## config.mk

```make
export PLATFORM = sky130hd
export DESIGN_NAME = shmac_top
export DESIGN_NICKNAME = d
export VERILOG_FILES = /design/src/rtl/shmac_pkg.sv /design/src/rtl/shmac_ctrl.sv /design/src/rtl/shmac_mplr.sv /design/src/rtl/shmac_mcnd.sv /design/src/rtl/shmac_accum.sv /design/src/rtl/shmac_top.sv
export SDC_FILE = /design/constraint.sdc
export NUM_CORES = 1
export LEC_CHECK = 0
export ABC_CLOCK_PERIOD_IN_PS = 7900
export CAP_MARGIN = 20
export CORE_ASPECT_RATIO = 0.5
export CORE_MARGIN = 2
export CORE_UTILIZATION = 60
export CTS_BUF_LIST = sky130_fd_sc_hd__clkbuf_16
export DETAILED_ROUTE_END_ITERATION = 7
export PLACE_DENSITY = 0.84
export REMOVE_ABC_BUFFERS = 1
export SLEW_MARGIN = 30
export SYNTH_ARGS = -nofsm -noshare
export SYNTH_HDL_FRONTEND = slang
export SYNTH_SLANG_ARGS = --single-unit
```

## constraint.sdc

```tcl
create_clock -name clk -period 7.9 [get_ports clk]
set_input_delay 0.79 -clock clk [delete_from_list [all_inputs] [get_ports clk]]
set_output_delay 0.79 -clock clk [all_outputs]
set_load 0.005 [all_outputs]
```

## src/rtl/shmac_pkg.sv

```systemverilog
package shmac_pkg;

  typedef enum logic [2:0] {
    ST_IDLE  = 3'd0,
    ST_GET_T = 3'd1,
    ST_GET_Z = 3'd2,
    ST_SUM_Y = 3'd3,
    ST_SUM_X = 3'd4,
    ST_LOOP  = 3'd5,
    ST_FIN   = 3'd6
  } shmac_state_e;

  typedef struct packed {
    logic clr;
    logic ld_mplr;
    logic ld_mcnd;
    logic acc_en;
    logic acc_sel_mcnd;
    logic acc_cin;
    logic shift_en;
  } shmac_ctl_t;

endpackage

```

## src/rtl/shmac_ctrl.sv

```systemverilog
module shmac_ctrl
  import shmac_pkg::*;
(
  input  logic         clk,
  input  logic         rst,
  input  logic         start,
  input  logic         opnd_valid,
  input  logic         mplr_lsb,
  input  logic         mplr_nz,
  output shmac_ctl_t   ctl,
  output shmac_state_e state,
  output logic         done
);

  shmac_state_e nxt;

  always_comb begin
    nxt = state;
    ctl = '0;
    unique case (state)
      ST_IDLE: begin
        if (start) begin
          ctl.clr = 1'b1;
          nxt     = ST_GET_T;
        end
      end
      ST_GET_T: begin
        if (opnd_valid) begin
          ctl.ld_mplr = 1'b1;
          nxt         = ST_GET_Z;
        end
      end
      ST_GET_Z: begin
        if (opnd_valid) begin
          ctl.ld_mcnd = 1'b1;
          nxt         = ST_SUM_Y;
        end
      end
      ST_SUM_Y: begin
        if (opnd_valid) begin
          ctl.acc_en = 1'b1;
          nxt        = ST_SUM_X;
        end
      end
      ST_SUM_X: begin
        if (opnd_valid) begin
          ctl.acc_en  = 1'b1;
          ctl.acc_cin = 1'b1;
          nxt         = ST_LOOP;
        end
      end
      ST_LOOP: begin
        if (mplr_nz) begin
          ctl.shift_en     = 1'b1;
          ctl.acc_en       = mplr_lsb;
          ctl.acc_sel_mcnd = 1'b1;
        end else begin
          nxt = ST_FIN;
        end
      end
      ST_FIN:  nxt = ST_IDLE;
      default: nxt = ST_IDLE;
    endcase
  end

  always_ff @(posedge clk) begin
    if (rst) begin
      state <= ST_IDLE;
      done  <= 1'b0;
    end else begin
      state <= nxt;
      done  <= (state == ST_LOOP) && !mplr_nz;
    end
  end

  // the done pulse never lasts two cycles
  assert_done_single_R7: assert property (@(posedge clk) disable iff (rst)
    done |=> !done);

  // the loop never shifts once the multiplier is empty
  assert_no_shift_when_empty_R6: assert property (@(posedge clk) disable iff (rst)
    !mplr_nz |-> !ctl.shift_en);

endmodule

```

## src/rtl/shmac_mplr.sv

```systemverilog
module shmac_mplr #(
  parameter int IN_W  = 8,
  parameter int ACC_W = 16
) (
  input  logic             clk,
  input  logic             rst,
  input  logic             clr,
  input  logic             load,
  input  logic             shift,
  input  logic [IN_W-1:0]  din,
  output logic             lsb,
  output logic             nz
);

  localparam int PAD = ACC_W - IN_W;

  logic [ACC_W-1:0] mplr_q;

  always_ff @(posedge clk) begin
    if (rst || clr)  mplr_q <= '0;
    else if (load)   mplr_q <= {{PAD{1'b0}}, din};
    else if (shift)  mplr_q <= mplr_q >> 1;
  end

  assign lsb = mplr_q[0];
  assign nz  = |mplr_q;

  // each iteration moves the multiplier right by one bit
  assert_mplr_shift_R5: assert property (@(posedge clk) disable iff (rst)
    (shift && !load && !clr) |=> (mplr_q == ($past(mplr_q) >> 1)));

  // a loaded value never has bits above the input width
  assert_mplr_zext_R2: assert property (@(posedge clk) disable iff (rst)
    load |=> (mplr_q >> IN_W) == '0);

endmodule

```

## src/rtl/shmac_mcnd.sv

```systemverilog
module shmac_mcnd #(
  parameter int IN_W  = 8,
  parameter int ACC_W = 16
) (
  input  logic             clk,
  input  logic             rst,
  input  logic             clr,
  input  logic             load,
  input  logic             shift,
  input  logic [IN_W-1:0]  din,
  output logic [ACC_W-1:0] mcnd
);

  localparam int PAD = ACC_W - IN_W;

  always_ff @(posedge clk) begin
    if (rst || clr)  mcnd <= '0;
    else if (load)   mcnd <= {{PAD{1'b0}}, din};
    else if (shift)  mcnd <= mcnd << 1;
  end

  // each iteration moves the multiplicand left by one bit
  assert_mcnd_shift_R5: assert property (@(posedge clk) disable iff (rst)
    (shift && !load && !clr) |=> (mcnd == ($past(mcnd) << 1)));

endmodule

```

## src/rtl/shmac_accum.sv

```systemverilog
module shmac_accum #(
  parameter int IN_W  = 8,
  parameter int ACC_W = 16
) (
  input  logic             clk,
  input  logic             rst,
  input  logic             clr,
  input  logic             en,
  input  logic             sel_mcnd,
  input  logic             cin,
  input  logic [IN_W-1:0]  din,
  input  logic [ACC_W-1:0] mcnd,
  output logic [ACC_W-1:0] acc
);

  localparam int PAD = ACC_W - IN_W;

  logic [ACC_W-1:0] addend;
  logic [ACC_W-1:0] sum;

  assign addend = sel_mcnd ? mcnd : {{PAD{1'b0}}, din};
  // carry-out dropped on purpose: result is modulo 2^ACC_W
  assign sum    = acc + addend + {{(ACC_W-1){1'b0}}, cin};

  always_ff @(posedge clk) begin
    if (rst || clr) acc <= '0;
    else if (en)    acc <= sum;
  end

  // an accepted start leaves the accumulator at zero
  assert_clear_zero_R8: assert property (@(posedge clk) disable iff (rst)
    clr |=> acc == '0);

  // without an enable the accumulator holds
  assert_hold_when_idle_R2: assert property (@(posedge clk) disable iff (rst)
    (!en && !clr) |=> $stable(acc));

endmodule

```

## src/rtl/shmac_top.sv

```systemverilog
module shmac_top
  import shmac_pkg::*;
#(
  parameter int IN_W  = 8,
  parameter int ACC_W = 16
) (
  input  logic             clk,
  input  logic             rst,
  input  logic             start,
  input  logic             opnd_valid,
  input  logic [IN_W-1:0]  opnd_bus,
  output logic [ACC_W-1:0] result,
  output logic             done
);

  shmac_ctl_t       ctl;
  shmac_state_e     state;
  logic             mplr_lsb;
  logic             mplr_nz;
  logic [ACC_W-1:0] mcnd;

  shmac_ctrl u_ctrl (
    .clk        (clk),
    .rst        (rst),
    .start      (start),
    .opnd_valid (opnd_valid),
    .mplr_lsb   (mplr_lsb),
    .mplr_nz    (mplr_nz),
    .ctl        (ctl),
    .state      (state),
    .done       (done)
  );

  shmac_mplr #(.IN_W(IN_W), .ACC_W(ACC_W)) u_mplr (
    .clk   (clk),
    .rst   (rst),
    .clr   (ctl.clr),
    .load  (ctl.ld_mplr),
    .shift (ctl.shift_en),
    .din   (opnd_bus),
    .lsb   (mplr_lsb),
    .nz    (mplr_nz)
  );

  shmac_mcnd #(.IN_W(IN_W), .ACC_W(ACC_W)) u_mcnd (
    .clk   (clk),
    .rst   (rst),
    .clr   (ctl.clr),
    .load  (ctl.ld_mcnd),
    .shift (ctl.shift_en),
    .din   (opnd_bus),
    .mcnd  (mcnd)
  );

  shmac_accum #(.IN_W(IN_W), .ACC_W(ACC_W)) u_accum (
    .clk      (clk),
    .rst      (rst),
    .clr      (ctl.clr),
    .en       (ctl.acc_en),
    .sel_mcnd (ctl.acc_sel_mcnd),
    .cin      (ctl.acc_cin),
    .din      (opnd_bus),
    .mcnd     (mcnd),
    .acc      (result)
  );

  // an add in the loop uses the multiplicand from before its shift
  assert_add_preshift_R5: assert property (@(posedge clk) disable iff (rst)
    (state == ST_LOOP && mplr_nz && mplr_lsb) |=>
      result == $past(result) + $past(mcnd));

  // while idle and not started, the result does not move
  assert_idle_stable_R8: assert property (@(posedge clk) disable iff (rst)
    (state == ST_IDLE && !start) |=> $stable(result));

  // start has no effect while a run is in progress
  assert_start_ignored_R9: assert property (@(posedge clk) disable iff (rst)
    (state != ST_IDLE) |-> !ctl.clr);

endmodule

```

==> results <==
- In this run the standard cell core region covers 4340 µm².
- 0 antenna diodes ended up in the layout.
- Measured along the x axis, the die boundary spans 98.3 µm.
- The cell sitting at the root of the clock tree is a sky130_fd_sc_hd__clkbuf_16.
- For the finished layout, the period the worst path requires is 4.01 ns.
- The floorplan has 17 rows.
- Data arrives at the worst endpoint at 4.19 ns.
- The startpoint kind of the worst setup timing path is a flop.
- At the end of the flow the core is filled with cells to 0.710.
- The analysis attributes to cell leakage a power of 0.00129 µW.
- The final hold violation count is 0.
- Dividing the detail-routed via count by the number of cells gives 6.06.
- The destination of the worst hold path is u_mcnd.mcnd[9].
- The synthesized netlist occupies a cell area of 2670 µm².
- Detailed placement finished with a half-perimeter wire length of 4450 µm.
- The initial antenna violation count is 0.
- The starting density of the core is 0.614.
- The post-CTS clock slew at the launch and capture registers of the worst setup and hold paths is 0.06 ns.
- The internal cell power is 393 µW.
- The number of placed instances, taps included, is 413.
- Buffers inserted during clock tree synthesis total 5.
- In this run the critical register-to-register path is launched from u_ctrl.state[2].
- The register share of total power is 0.449.
- The average detailed-routed wire length per instance is 15.0 µm.
- Based on the critical path, the design can be clocked at up to 0.249 GHz.
- The worst hold path was traced through 2 stages.
- After routing, the total negative slack on setup checks comes to 0 ns.
- The most frequent standard cell in the layout excluding fill and tap cells is sky130_fd_sc_hd__nand2_1.
- The type of element capturing the critical path is a flop.
- In the layout the commonest cells are sky130_fd_sc_hd__nand2_1, sky130_fd_sc_hd__dfxtp_1, sky130_fd_sc_hd__a21oi_1.
- The class of the worst hold path is reg -> reg.
- The number of distinct library cells after synthesis is 50.
- The worst register-to-register path has a depth of 12.
- The number of synthesized register bits is 44.
- The slew at the pin closest to its max-slew limit is 0.974 ns.
- The primary flip-flop cell chosen by synthesis mapping is sky130_fd_sc_hd__dfxtp_1.
- For this run, the detailed router's first-pass iteration total came to 4.
- CTS built an H-tree with a depth of 2.
- The worst register-to-register path has a setup slack of 3.89 ns.
- The first global-routing pass estimated 10200 µm of wire.
- Once the clock tree was built, the resizer swapped 0 gates to a different size.
- After clock tree synthesis, the setup repair step added 0 buffers.
- The number of maximum-capacitance violations is 0.
- The layout net count is 391.
- The latest clock arrival within the worst-skew pair is 0.28 ns.
- Setup violations remaining at the end of the flow were counted as 0.
- During I/O placement, the number of pins put on the boundary was 29.
- Of the total power, the share spent switching nets is 0.238.
- In the finished design, the share of the clock period the worst path needs comes to 0.508.
- The end of the worst register-to-register path is u_accum.acc[8].
- The max-slew violation count is 0.
- The part of the power in combinational logic is 0.100.
- The final RePlAce weighted congestion is 0.919.
- The number of standard cells in the layout, taps in and fillers out is 421.
- Hold repair after CTS inserted 0 buffers.
- The yosys synthesis warning count is 0.
- The proportion of synthesized flip-flops having asynchronous set or reset is 0.
- A synthesized cell averages 7.73 µm².
- The initial detailed-routing violation count is 109.
- The detail route stage leaves a number of antenna-violating nets equal to 0.
- Setup repair after global routing left no endpoint under its margin.
- The largest buffer count on any clock path is 2.
- On the final layout, the worst hold slack is 0.458 ns.
- The total congestion overflow after global routing is 0.
- In the routed design, unresolved DRC markers number 0.
- The TritonCTS clock tree is done.
- The clock tree skew after final layout is 0.00508 ns.
- The proportion of synthesized chip area in sequential cells is 0.330.
- The largest fanout of any net on the critical path is 22.
- The clock net in this run drives a total of 44 sinks.
- Counting the fill cells in the layout gives 350.
- In this run the vertical extent of the chip is 51.1 µm.
- The routed layout has 2550 vias.
- The count of flip-flops with a built-in enable after synthesis is 0.
- The layout cell share with drive strength beyond 1 is 0.0467.
- The flow ran to the end, and the final reports show no timing, DRC or antenna violations.
- STA puts the critical path data required time at 8.08 ns.
- The worst hold path begins at u_mcnd.mcnd[9].
- The worst setup path is of the reg -> reg kind.
- The port buffer count is 28.
- The largest net degree at the start of global routing is 27.
- Of the total power, the clock network draws 0.451.
- The post-synthesis to final-layout area growth is 15.6%.
- After detailed routing, the total wire length is 6330 µm.
- In this run the power spent charging and discharging nets is 123 µW.
- In this run the tightest slew margin relative to its limit is 0.351.
- The synthesized instance count is 345.
- The die covers 5030 µm².
- The via count of the first global-routing pass is 2268.
- Across the VDD grid, the largest voltage drop is 0.0972 mV.
- Tracing the worst setup path back leads to its startpoint at u_ctrl.state[2].
- The overall routing resource usage is 0.257.
- The power density over the cells is 167 nW/µm².
## sequential cells by signal, summed over array words and instances (netlist names)
signal         flops
u_ctrl.state       3
u_mplr.mplr_q      8
u_accum.acc       16
u_ctrl.done        1
u_mcnd.mcnd       16
## area by class of cell
cell class | count | area, µm² | share of cell area
timing repair buffer | 28 | 280 | 0.0909
multi-input combinational | 272 | 1640 | 0.532
tap | 57 | 71.3 | 0.0231
inverter | 12 | 45.0 | 0.0146
sequential | 44 | 881 | 0.286
clock buffer | 5 | 125 | 0.0406
clock inverter | 3 | 38.8 | 0.0126
## layer usage
layer,wire [µm],part of all wire,global-route usage
met1,2950,0.47,0.324
met2,3020,0.48,0.452
met3,270,0.043,0.0465
met4,91,0.014,0.0913
met5,0,0,0
## cell usage after synthesis (all sizes together), types with 2 or more instances
library cell,n,area [µm²]
a211oi,9,67.6
a21o,10,75.1
a21oi,40,211
a311oi,2,17.5
a31oi,12,75.1
and2,2,12.5
and2b,3,22.5
and3,4,25.0
buf,10,72.6
clkbuf,7,26.3
dfxtp,44,881
fa,2,40.0
ha,14,175
inv,12,45.0
mux2i,6,60.1
nand2,74,285
nand2b,3,18.8
nand3,18,95.1
nor2,16,60.1
nor2b,2,15.0
nor3,4,20.0
nor4,3,18.8
nor4b,2,23.8
o211ai,3,22.5
o21a,3,22.5
o21ai,19,98.9
or3,3,18.8
xnor2,4,35.0
## worst max path at each step
stage / endpoint / slack, ns / depth (start not counted)
2_1_floorplan: u_accum.acc[8] / 4.41 / 12
4_1_cts: u_accum.acc[8] / 3.92 / 12
3_5_place_dp: u_accum.acc[8] / 3.97 / 12
6_report: u_accum.acc[8] / 3.89 / 12
5_1_grt: u_accum.acc[8] / 3.53 / 12
3_3_place_gp: u_accum.acc[8] / 4.06 / 12
## worst max-delay path: stages, from the launching register on
cell and delay (ns):
sky130_fd_sc_hd__dfxtp_1 0.42, sky130_fd_sc_hd__nor2b_2 0.40, sky130_fd_sc_hd__nand3_1 0.65, sky130_fd_sc_hd__a21oi_1 0.42, sky130_fd_sc_hd__fa_1 0.23, sky130_fd_sc_hd__inv_1 0.05, sky130_fd_sc_hd__fa_1 0.41, sky130_fd_sc_hd__a21o_1 0.23
sky130_fd_sc_hd__a311o_1 0.42, sky130_fd_sc_hd__a21o_1 0.18, sky130_fd_sc_hd__a21oi_1 0.18, sky130_fd_sc_hd__nor4_1 0.06, sky130_fd_sc_hd__a211o_1 0.26
## power groups by stage
stage | Sequential [µW] | Combinational, µW | Clock [µW]
finish | 231 | 51.6 | 233
global placement | 236 | 48.9 | 0
floorplan | 235 | 32.6 | 0
CTS | 231 | 50.9 | 235
detailed placement | 236 | 50.4 | 0
global route | 232 | 56.1 | 246
## through the flow
stage / setup WS, ns / power, µW / area, µm²
after floorplan: 4.41 / 268 / 2570
after global placement: 4.06 / 285 / 2920
after detailed placement: 3.97 / 286 / 2920
after CTS: 3.92 / 517 / 3080
after global routing: 3.53 / 534 / 3080
final: 3.89 / 515 / 3080
## logic make-up (layout without fill, tap and decap cells)
kind of cell,after synthesis,count (layout),synth area share
compound gates,106,106,0.251
xor+xnor,5,5,0.0164
fa+ha+maj,16,16,0.0807
buf+inv,29,48,0.0540
flops,44,44,0.330
mux,6,6,0.0225
simple gates,139,139,0.245
Power figures use the tool's default switching activity.
